### config.mk
export PLATFORM = sky130hd
export DESIGN_NAME = sc_comp_top
export DESIGN_NICKNAME = d
export VERILOG_FILES = /design/src/rtl/sc_pkg.sv /design/src/rtl/sc_coef_rf.sv /design/src/rtl/sc_mul.sv /design/src/rtl/sc_seq.sv /design/src/rtl/sc_comp_top.sv
export SDC_FILE = /design/constraint.sdc
export NUM_CORES = 2
export LEC_CHECK = 0
export ABC_CLOCK_PERIOD_IN_PS = 12800
export BUFFER_PORTS_ARGS = -buffer_cell sky130_fd_sc_hd__clkbuf_2
export CAP_MARGIN = 30
export CELL_PAD_IN_SITES_DETAIL_PLACEMENT = 1
export CELL_PAD_IN_SITES_GLOBAL_PLACEMENT = 1
export CORE_ASPECT_RATIO = 1.4
export CORE_UTILIZATION = 51
export DETAILED_ROUTE_END_ITERATION = 10
export PLACE_DENSITY = 0.88
export SYNTH_ARGS = -nofsm -noshare
export SYNTH_HDL_FRONTEND = slang
export SYNTH_SLANG_ARGS = --single-unit
### constraint.sdc
create_clock -name clk_i -period 12.8 [get_ports clk_i]
set_clock_uncertainty 0.1 [all_clocks]
set_input_delay 1.28 -clock clk_i [delete_from_list [all_inputs] [get_ports clk_i]]
set_output_delay 1.28 -clock clk_i [all_outputs]
set_load 0.1 [all_outputs]
### src/rtl/sc_pkg.sv
package sc_pkg;
  localparam int unsigned NCOEF = 7;

  typedef enum logic [2:0] {
    C_GAIN = 3'd0,
    C_G1   = 3'd1,
    C_G2   = 3'd2,
    C_OF0  = 3'd3,
    C_OF1  = 3'd4,
    C_OF2  = 3'd5,
    C_DOFF = 3'd6
  } coef_idx_e;
endpackage

### src/rtl/sc_coef_rf.sv
module sc_coef_rf #(
  parameter int unsigned CW    = 16,
  parameter int unsigned NCOEF = 7,
  parameter int unsigned AW    = 3
) (
  input  logic                       clk_i,
  input  logic                       rst_ni,
  input  logic                       wr_en_i,
  input  logic [AW-1:0]              wr_addr_i,
  input  logic [CW-1:0]              wr_data_i,
  input  logic [AW-1:0]              rd_addr_i,
  output logic [CW-1:0]              rd_data_o,
  output logic [NCOEF-1:0][CW-1:0]   coef_o
);
  for (genvar i = 0; i < NCOEF; i++) begin : g_reg
    always_ff @(posedge clk_i or negedge rst_ni) begin
      if (!rst_ni)                                      coef_o[i] <= '0;
      else if (wr_en_i && wr_addr_i == AW'(i))          coef_o[i] <= wr_data_i;
    end
  end

  always_comb begin
    rd_data_o = '0;
    for (int i = 0; i < NCOEF; i++)
      if (rd_addr_i == AW'(i)) rd_data_o = coef_o[i];
  end
endmodule

### src/rtl/sc_mul.sv
module sc_mul #(
  parameter int unsigned AW   = 24,
  parameter int unsigned FRAC = 15
) (
  input  logic signed [AW-1:0] a_i,
  input  logic signed [AW-1:0] b_i,
  output logic signed [AW-1:0] p_o
);
  logic signed [2*AW-1:0] full;
  logic signed [2*AW-1:0] shr;

  assign full = a_i * b_i;
  assign shr  = full >>> FRAC;      // floor rescale
  assign p_o  = shr[AW-1:0];        // magnitudes bounded well below 2^(AW-1)
endmodule

### src/rtl/sc_seq.sv
module sc_seq
  import sc_pkg::*;
#(
  parameter int unsigned CW    = 16,
  parameter int unsigned ACC_W = 24,
  parameter int unsigned FRAC  = 15,
  parameter int unsigned NC    = 7
) (
  input  logic                     clk_i,
  input  logic                     rst_ni,
  input  logic                     start_i,
  input  logic [CW-1:0]            sig_i,
  input  logic [CW-1:0]            temp_i,
  input  logic [NC-1:0][CW-1:0]    coef_i,
  output logic signed [ACC_W-1:0]  mul_a_o,
  output logic signed [ACC_W-1:0]  mul_b_o,
  input  logic signed [ACC_W-1:0]  mul_p_i,
  output logic                     busy_o,
  output logic                     done_o,
  output logic [CW-1:0]            dout_o
);
  localparam int unsigned LAST = 6;
  localparam logic signed [ACC_W-1:0] ONE  = ACC_W'(1) <<< FRAC;
  localparam logic signed [ACC_W-1:0] PMAX = ACC_W'((1 << (CW-1)) - 1);
  localparam logic signed [ACC_W-1:0] PMIN = -(ACC_W'(1) <<< (CW-1));

  function automatic logic signed [ACC_W-1:0] sx(input logic [CW-1:0] v);
    return {{(ACC_W-CW){v[CW-1]}}, v};
  endfunction

  logic [2:0]              step_q;
  logic signed [ACC_W-1:0] s_q, t_q, t2_q, gacc_q, sacc_q, gg_q;
  logic signed [ACC_W-1:0] fin;
  logic [CW-1:0]           fin_sat;

  always_comb begin
    mul_a_o = '0;
    mul_b_o = '0;
    unique case (step_q)
      3'd0:    begin mul_a_o = t_q;               mul_b_o = t_q;    end
      3'd1:    begin mul_a_o = sx(coef_i[C_G1]);  mul_b_o = t_q;    end
      3'd2:    begin mul_a_o = sx(coef_i[C_G2]);  mul_b_o = t2_q;   end
      3'd3:    begin mul_a_o = sx(coef_i[C_OF1]); mul_b_o = t_q;    end
      3'd4:    begin mul_a_o = sx(coef_i[C_OF2]); mul_b_o = t2_q;   end
      3'd5:    begin mul_a_o = sx(coef_i[C_GAIN]);mul_b_o = gacc_q; end
      default: begin mul_a_o = gg_q;              mul_b_o = sacc_q; end
    endcase
  end

  assign fin = mul_p_i + sx(coef_i[C_DOFF]);

  always_comb begin
    if (fin > PMAX)      fin_sat = PMAX[CW-1:0];
    else if (fin < PMIN) fin_sat = PMIN[CW-1:0];
    else                 fin_sat = fin[CW-1:0];
  end

  always_ff @(posedge clk_i or negedge rst_ni) begin
    if (!rst_ni) begin
      step_q <= '0;
      busy_o <= 1'b0;
      done_o <= 1'b0;
      dout_o <= '0;
      s_q    <= '0;
      t_q    <= '0;
      t2_q   <= '0;
      gacc_q <= '0;
      sacc_q <= '0;
      gg_q   <= '0;
    end else begin
      done_o <= 1'b0;
      if (!busy_o) begin
        if (start_i) begin
          busy_o <= 1'b1;
          step_q <= '0;
          s_q    <= sx(sig_i);
          t_q    <= sx(temp_i);
        end
      end else begin
        unique case (step_q)
          3'd0: t2_q   <= mul_p_i;
          3'd1: gacc_q <= ONE + mul_p_i;
          3'd2: gacc_q <= gacc_q + mul_p_i;
          3'd3: sacc_q <= s_q + sx(coef_i[C_OF0]) + mul_p_i;
          3'd4: sacc_q <= sacc_q + mul_p_i;
          3'd5: gg_q   <= mul_p_i;
          default: begin
            dout_o <= fin_sat;
            done_o <= 1'b1;
            busy_o <= 1'b0;
          end
        endcase
        if (step_q != 3'(LAST)) step_q <= step_q + 3'd1;
      end
    end
  end
endmodule

### src/rtl/sc_comp_top.sv
module sc_comp_top #(
  parameter int unsigned CW    = 16,
  parameter int unsigned AW    = 3,
  parameter int unsigned ACC_W = 24,
  parameter int unsigned FRAC  = 15
) (
  input  logic          clk_i,
  input  logic          rst_ni,
  input  logic          wr_en_i,
  input  logic [AW-1:0] wr_addr_i,
  input  logic [CW-1:0] wr_data_i,
  input  logic [AW-1:0] rd_addr_i,
  output logic [CW-1:0] rd_data_o,
  input  logic          start_i,
  input  logic [CW-1:0] sig_i,
  input  logic [CW-1:0] temp_i,
  output logic          busy_o,
  output logic          done_o,
  output logic [CW-1:0] dout_o
);
  localparam int unsigned NC = sc_pkg::NCOEF;

  logic [NC-1:0][CW-1:0]   coef;
  logic signed [ACC_W-1:0] mul_a, mul_b, mul_p;

  sc_coef_rf #(.CW(CW), .NCOEF(NC), .AW(AW)) u_rf (
    .clk_i, .rst_ni, .wr_en_i, .wr_addr_i, .wr_data_i,
    .rd_addr_i, .rd_data_o, .coef_o(coef)
  );

  sc_mul #(.AW(ACC_W), .FRAC(FRAC)) u_mul (
    .a_i(mul_a), .b_i(mul_b), .p_o(mul_p)
  );

  sc_seq #(.CW(CW), .ACC_W(ACC_W), .FRAC(FRAC), .NC(NC)) u_seq (
    .clk_i, .rst_ni, .start_i, .sig_i, .temp_i, .coef_i(coef),
    .mul_a_o(mul_a), .mul_b_o(mul_b), .mul_p_i(mul_p),
    .busy_o, .done_o, .dout_o
  );
endmodule

Yosys cells after proc, flatten, opt, wreduce, memory -nomap -nowiden
Cells that the tools add are included.
{"block": "totals", "in_bits": 58, "output_inout_bits": 34, "wordCells": 92, "ff_bits": 261}
{"block": "classes", "n_mux": 21, "n_reduce_logical": 23, "eq_ne": 19, "multipliers": 1, "magnitude_cmp": 2, "n_addsub": 7, "bitwise": 2}
{"operator": "$mux 16", "n": 9}
{"operator": "$pmux 24 s6", "n": 1}
{"operator": "$pmux 24 s2", "n": 2}
{"operator": "$add 24x24->24", "n": 3}
{"operator": "$pmux 24 s3", "n": 1}
{"operator": "$mul 24x24->39", "n": 1}
{"operator": "$add 17x24->24 const A", "n": 1}
{"operator": "$add 24x16->24", "n": 1}
{"operator": "$eq 3x3->1 const B", "n": 8}
{"operator": "$gt 24x16->1 const B", "n": 1}
{"operator": "$lt 24x16->1 const B", "n": 1}
{"operator": "$eq 3x2->1 const B", "n": 6}
{"operator": "$add 16x16->17", "n": 1}
{"operator": "$reduce_and 2->1", "n": 7}
{"operator": "$eq 3x1->1 const B", "n": 3}
{"operator": "$logic_not 3->1", "n": 3}
{"operator": "$mux 3", "n": 3}
{"operator": "$logic_and 1x1->1", "n": 7}
{"operator": "$reduce_bool 2->1", "n": 3}
{"operator": "$reduce_or 6->1", "n": 1}
{"operator": "$mux 1", "n": 5}
{"operator": "$add 3x1->3 const B", "n": 1}
{"operator": "$ne 3x3->1 const B", "n": 1}
{"operator": "$reduce_or 3->1", "n": 1}
{"operator": "3 further kinds", "n": 4}

Longest topological paths before layout
{"block": "depth", "depth_word": 8, "depth_mapped": 54, "depth_no_buf": 49}

Modules after synthesis
From an unflattened synthesis, not the netlist that was laid out.
{"block": "unflattened", "cells_unflattened": 3635, "hier_area_um2": 34620.7}
{"mod": "sc_mul", "seq_area_each_um2": 0.0, "instances": 1, "area_each_um2": 17779.6, "cells_each": 1965}
{"mod": "sc_seq", "seq_area_each_um2": 3728.6, "instances": 1, "area_each_um2": 11429.7, "cells_each": 1277}
{"mod": "sc_coef_rf", "seq_area_each_um2": 2802.7, "instances": 1, "area_each_um2": 5411.4, "cells_each": 393}

Worst setup path after synthesis
Ideal clock, no wire load.
{"block": "synth_path", "path_kind": "register -> register", "from": "register u_seq.step_q[0]", "to": "register u_seq.dout_o[0]", "setup_time_ps": 83, "path_stages_with_launch": 47, "path_slack_ps": 1079, "required_ps": 12617, "arrival_time_ps": 11539, "n_path_buf": 5, "period_less_slack_ps": 11721, "path_cell_list": "dfrtp_1 ha_1 ha_1 or3_4 nor2_4 buf_2 buf_1 buf_1 a21o_1 clkbuf_1 nand2_1 fa_1 inv_1 fa_1 inv_1 fa_1 fa_1 inv_1 [11 not listed] a21oi_4 nand2b_1 a21oi_1 o21bai_1 xnor2_1 inv_1 ha_1 and2_1 a221o_1 a21oi_1 o21ai_0 a221oi_1 o31ai_1 or4b_2 o41ai_2 buf_6 o21ai_0 o21ai_0"}
{"block": "synth_between", "elab_chain_cells": 8, "elab_cells_between_ends": 19, "classes_between": "1 x add/sub; 1 x mul; 2 x order compare; 5 x eq/ne; 4 x mux; 1 x bitwise; 5 x reduce/logical"}
{"element": "start: declaration", "line_no": "sc_seq.sv:31", "text": "logic [2:0] step_q;"}
{"element": "start signal: assignment", "line_no": "sc_seq.sv:93", "text": "if (step_q != 3'(LAST)) step_q <= step_q + 3'd1;"}
{"element": "$eq 3x1->1 (tied with other cells)", "line_no": "sc_seq.sv:39", "text": "unique case (step_q)"}
{"element": "$reduce_or 3->1 (no line) / $reduce_or 2->1 (equally long branches)"}
{"element": "$pmux 24 s3", "line_no": "sc_seq.sv:39"}
{"element": "$mul 24x24->39 *", "line_no": "sc_mul.sv:12", "text": "assign full = a_i * b_i;"}
{"element": "named net mul_p[8]", "line_no": "sc_comp_top.sv:24", "text": "logic signed [ACC_W-1:0] mul_a, mul_b, mul_p;"}
{"element": "$add 24x16->24 *", "line_no": "sc_seq.sv:50", "text": "assign fin = mul_p_i + sx(coef_i[C_DOFF]);"}
{"element": "$lt 24x16->1", "line_no": "sc_seq.sv:54", "text": "else if (fin < PMIN) fin_sat = PMIN[CW-1:0];"}
{"element": "$mux 16", "line_no": "sc_seq.sv:54"}
{"element": "$mux 16 *", "line_no": "sc_seq.sv:53", "text": "if (fin > PMAX) fin_sat = PMAX[CW-1:0];"}
{"element": "end signal: assignment", "line_no": "sc_seq.sv:88", "text": "dout_o <= fin_sat;"}
{"element": "end: declaration", "line_no": "sc_seq.sv:20", "text": "output logic [CW-1:0] dout_o"}
Mark *: on every way through the listed nets, which the timed path passes. The rest lies on a longest branch.
A chain may end at the register's enable or synchronous reset.

Worst setup path after layout
{"block": "layout_path", "from": "register u_seq.step_q[0]", "to": "register u_seq.dout_o[2]"}
Same word-level chain as after synthesis.

==> results.md <==
- Die width: 221 um
- Clk sinks: 261
- Iter 0 DRT Violations: 2597
- Mean routed wirelength per cell: 28.1 um
- Mapped cell area: 34100 um2
- Synth top area cells: fa_1 (30%), dfrtp_1 (19%), ha_1 (7.8%)
- Dpl cells: 4647
- Final setup violation count: 0
- Status: finished clean
- Data required time of the critical path: 13.12 ns
- Ratio of cells with drive above 1 in the final layout: 13.3%
- Count of final hold-check violations: 0
- Fraction of registers with async set/reset: 100%
- Filler cell count: 7650
- Register area share after synthesis: 19.1%
- WP data arrival: 12.64 ns
- IO Count: 92
- Final period utilization: 96.3%
- # diodes: 0
- DRT Pass-1 Iters: 8
- Worst Tran Pin Value: 1.07 ns
- Synthesized Nets: 4535
- CP delay by family, top: adder cells
- Crit. Startpoint: u_seq.step_q[0]
- Max FO, Critical Path: 13
- Hold Crit Start: u_seq.gg_q[13]
- Post-synth EDFFs: 0
- Worst hold path cell count: 2
- Max Slew Vio Count: 0
- Final HPWL DP: 105 mm
- Clock transition at path regs: 0.08 ns
- Final Non-Filler Cells: 4695
- WL final: 132 mm
- Global-route usage over all layers: 39.9%
- CTS tree: built
- Number of cell rows: 111
- Distinct cells, synth: 96
- CTS Buf Count: 22
- Synth warn: 0
- Crit end category: flip-flop
- Post-route antenna net violation count: 0
- Root Driver: clkbuf_16
- Yosys top cell by area: fa_1
- FF-to-FF setup slack: 0.47 ns
- Slowest cell on the critical path: fa_2
- Die height: 308 um
- Worst path bufs/invs: 8
- Placer Congestion: 1.01
- Slew Limit Headroom: 28.1%
- Largest net degree at the start of global routing: 168
- Worst setup path category: reg -> reg
- Core box area: 65800 um2
- Global-route wire length before repair: 202 mm
- Area of the die: 67900 um2
- R2R depth: 40
- Clk buf depth: 3
- Port bufs: 91
- DRC viols: 0
- RSZ-0062 raised after global routing: false
- Post-synthesis sequential element count: 261
- Capturing point of the worst reg2reg path: u_seq.dout_o[2]
- Hold path endpoint: u_seq.gg_q[13]
- Fmax: 0.0811 GHz
- Most common flop cell mapped by yosys: dfrtp_1
- Max cap viols: 0
- Nets: 4607
- Worst path most repeated cell: fa_1
- Setup TNS: 0 ns
- Syn Inst Count: 3760
- CP Launch Type: flip-flop
- Antenna violations before repair: 1
- Area growth syn-to-layout: 8.49%
- Starting Density: 51.8%
- Yosys top cell area share: 29.6%
- Slowest stage delay, CP: 0.73 ns
- Post-Syn Area per Cell: 9.07 um2
- Clk_lat worst skew: 0.57 ns
- H-tree depth: 1
- Critical R2R Launch: u_seq.step_q[0]
- Grt total ovfl: 0
- DR vias: 29847
- Vias in the first global route: 34291
- Crit path time final: 12.33 ns
- Via-per-instance ratio: 6.36
- Worst Hold Class: reg -> reg
## registers in the layout (all words and copies together) (netlist names)
signal and cells:
u_seq.dout_o 16, u_seq.t_q 16, u_rf.coef_o 112, u_seq.gg_q 24, u_seq.t2_q 24, u_seq.busy_o 1
u_seq.done_o 1, u_seq.s_q 16, u_seq.gacc_q 24, u_seq.step_q 3, u_seq.sacc_q 24
## how the worst max path moves through the flow
| stage | endpoint | slack (ns) | cells after the start |
|---|---|---|---|
| after detailed placement | u_seq.dout_o[1] | 0.05 | 45 |
| after CTS | u_seq.dout_o[1] | 0.03 | 47 |
| after floorplan | u_seq.dout_o[0] | 1.08 | 46 |
| after global placement | u_seq.dout_o[13] | 0.44 | 42 |
| final | u_seq.dout_o[2] | 0.47 | 40 |
| after global routing | u_seq.dout_o[13] | 0.01 | 46 |
## logic make-up after synthesis
logic type | after synthesis | share of synthesized area [%]
AND/OR/NAND/NOR | 1056 | 12.9
buffers and inverters | 803 | 9.04
adder cells (fa/ha/maj) | 717 | 37.4
AO/OA/AOI/OAI | 613 | 12.1
flip-flops | 261 | 19.1
multiplexers | 186 | 6.09
XOR/XNOR | 124 | 3.34
## per-layer routing
layer  up-vias  GRT usage [%]  wire, um
met5         -              0        11
met4         2           34.6     14100
met3       828           7.56     10700
met2      1758           67.4     64400
met1     15067           42.3     43000
li1      12192              -         -
## worst min-delay path, cell delays in order (launching register included)
cell and delay [ns]:
dfrtp_1 0.35, nand2_1 0.05, o21ai_0 0.06
## stage by stage
stage | cell area [um2] | util [%] | setup slack [ns] | hold WS, ns
after global placement | 35900 | 54.6 | 0.443 | 0.363
final | 37000 | 56.2 | 0.474 | 0.392
after global routing | 37000 | 56.2 | 0.0111 | 0.417
after detailed placement | 36000 | 54.6 | 0.0536 | 0.372
after CTS | 36800 | 55.9 | 0.0279 | 0.388
after floorplan | 34100 | - | 1.08 | 0.342
## area by class of cell
class                      count  area (um2)  share of cell area (%)
multi-input combinational   2696       24700                    66.8
sequential                   261        6530                    17.7
inverter                     631        2370                    6.40
timing repair buffer         220        1540                    4.17
tap                          847        1060                    2.86
clock buffer                  30         631                    1.70
clock inverter                10         150                   0.406
## layout by cell type (no fill, tap or decap), types with 10 or more instances in the layout
cell       instances
o21ai_1           18
buf_4            114
a222oi_1          28
o221ai_1          13
clkbuf_16         22
nand2_1          496
and2_1            23
o21bai_1          12
mux2i_1           22
o31ai_1           10
nand3_1           30
or2_2             12
inv_1            627
o21a_1            20
xnor2_1           77
nor2b_1           10
a21o_1            34
o21ai_2           10
dfrtp_1          260
fa_1             504
clkbuf_2          90
xor2_1            40
o21ai_0          161
a21oi_1          125
nand2b_1          22
mux2_2           162
a31oi_1           21
and3_1            12
a211oi_1          10
a22oi_1           43
nor3_1            20
nor2_1           370
ha_1             210
## synthesized netlist by cell type (13+ instances only)
| cell | n |
|---|---|
| a222oi_1 | 28 |
| nor3_1 | 23 |
| xnor2_1 | 79 |
| xor2_1 | 41 |
| dfrtp_1 | 261 |
| a21o_1 | 36 |
| o21ai_1 | 21 |
| a31oi_1 | 24 |
| nand2_1 | 497 |
| and2_1 | 24 |
| a21oi_1 | 130 |
| nand3_1 | 30 |
| clkbuf_1 | 132 |
| inv_1 | 628 |
| o221ai_1 | 13 |
| nor2_1 | 378 |
| nand2b_1 | 22 |
| mux2_2 | 162 |
| ha_1 | 212 |
| o21ai_0 | 168 |
| buf_1 | 18 |
| fa_1 | 505 |
| o21a_1 | 24 |
| mux2i_1 | 22 |
| or2_2 | 15 |
| a22oi_1 | 43 |
| buf_2 | 13 |
## repair_timing
item,in CTS,in global routing
buffers inserted,0,4
gates cloned,0,1
setup endpoints to repair,7,22
pin swaps,0,2
hold buffers,0,0
resized for setup,11,45
Power is left out: the tool's default activity adds up to more than one toggle a clock period on the data nets, which glitch-free logic cannot reach.
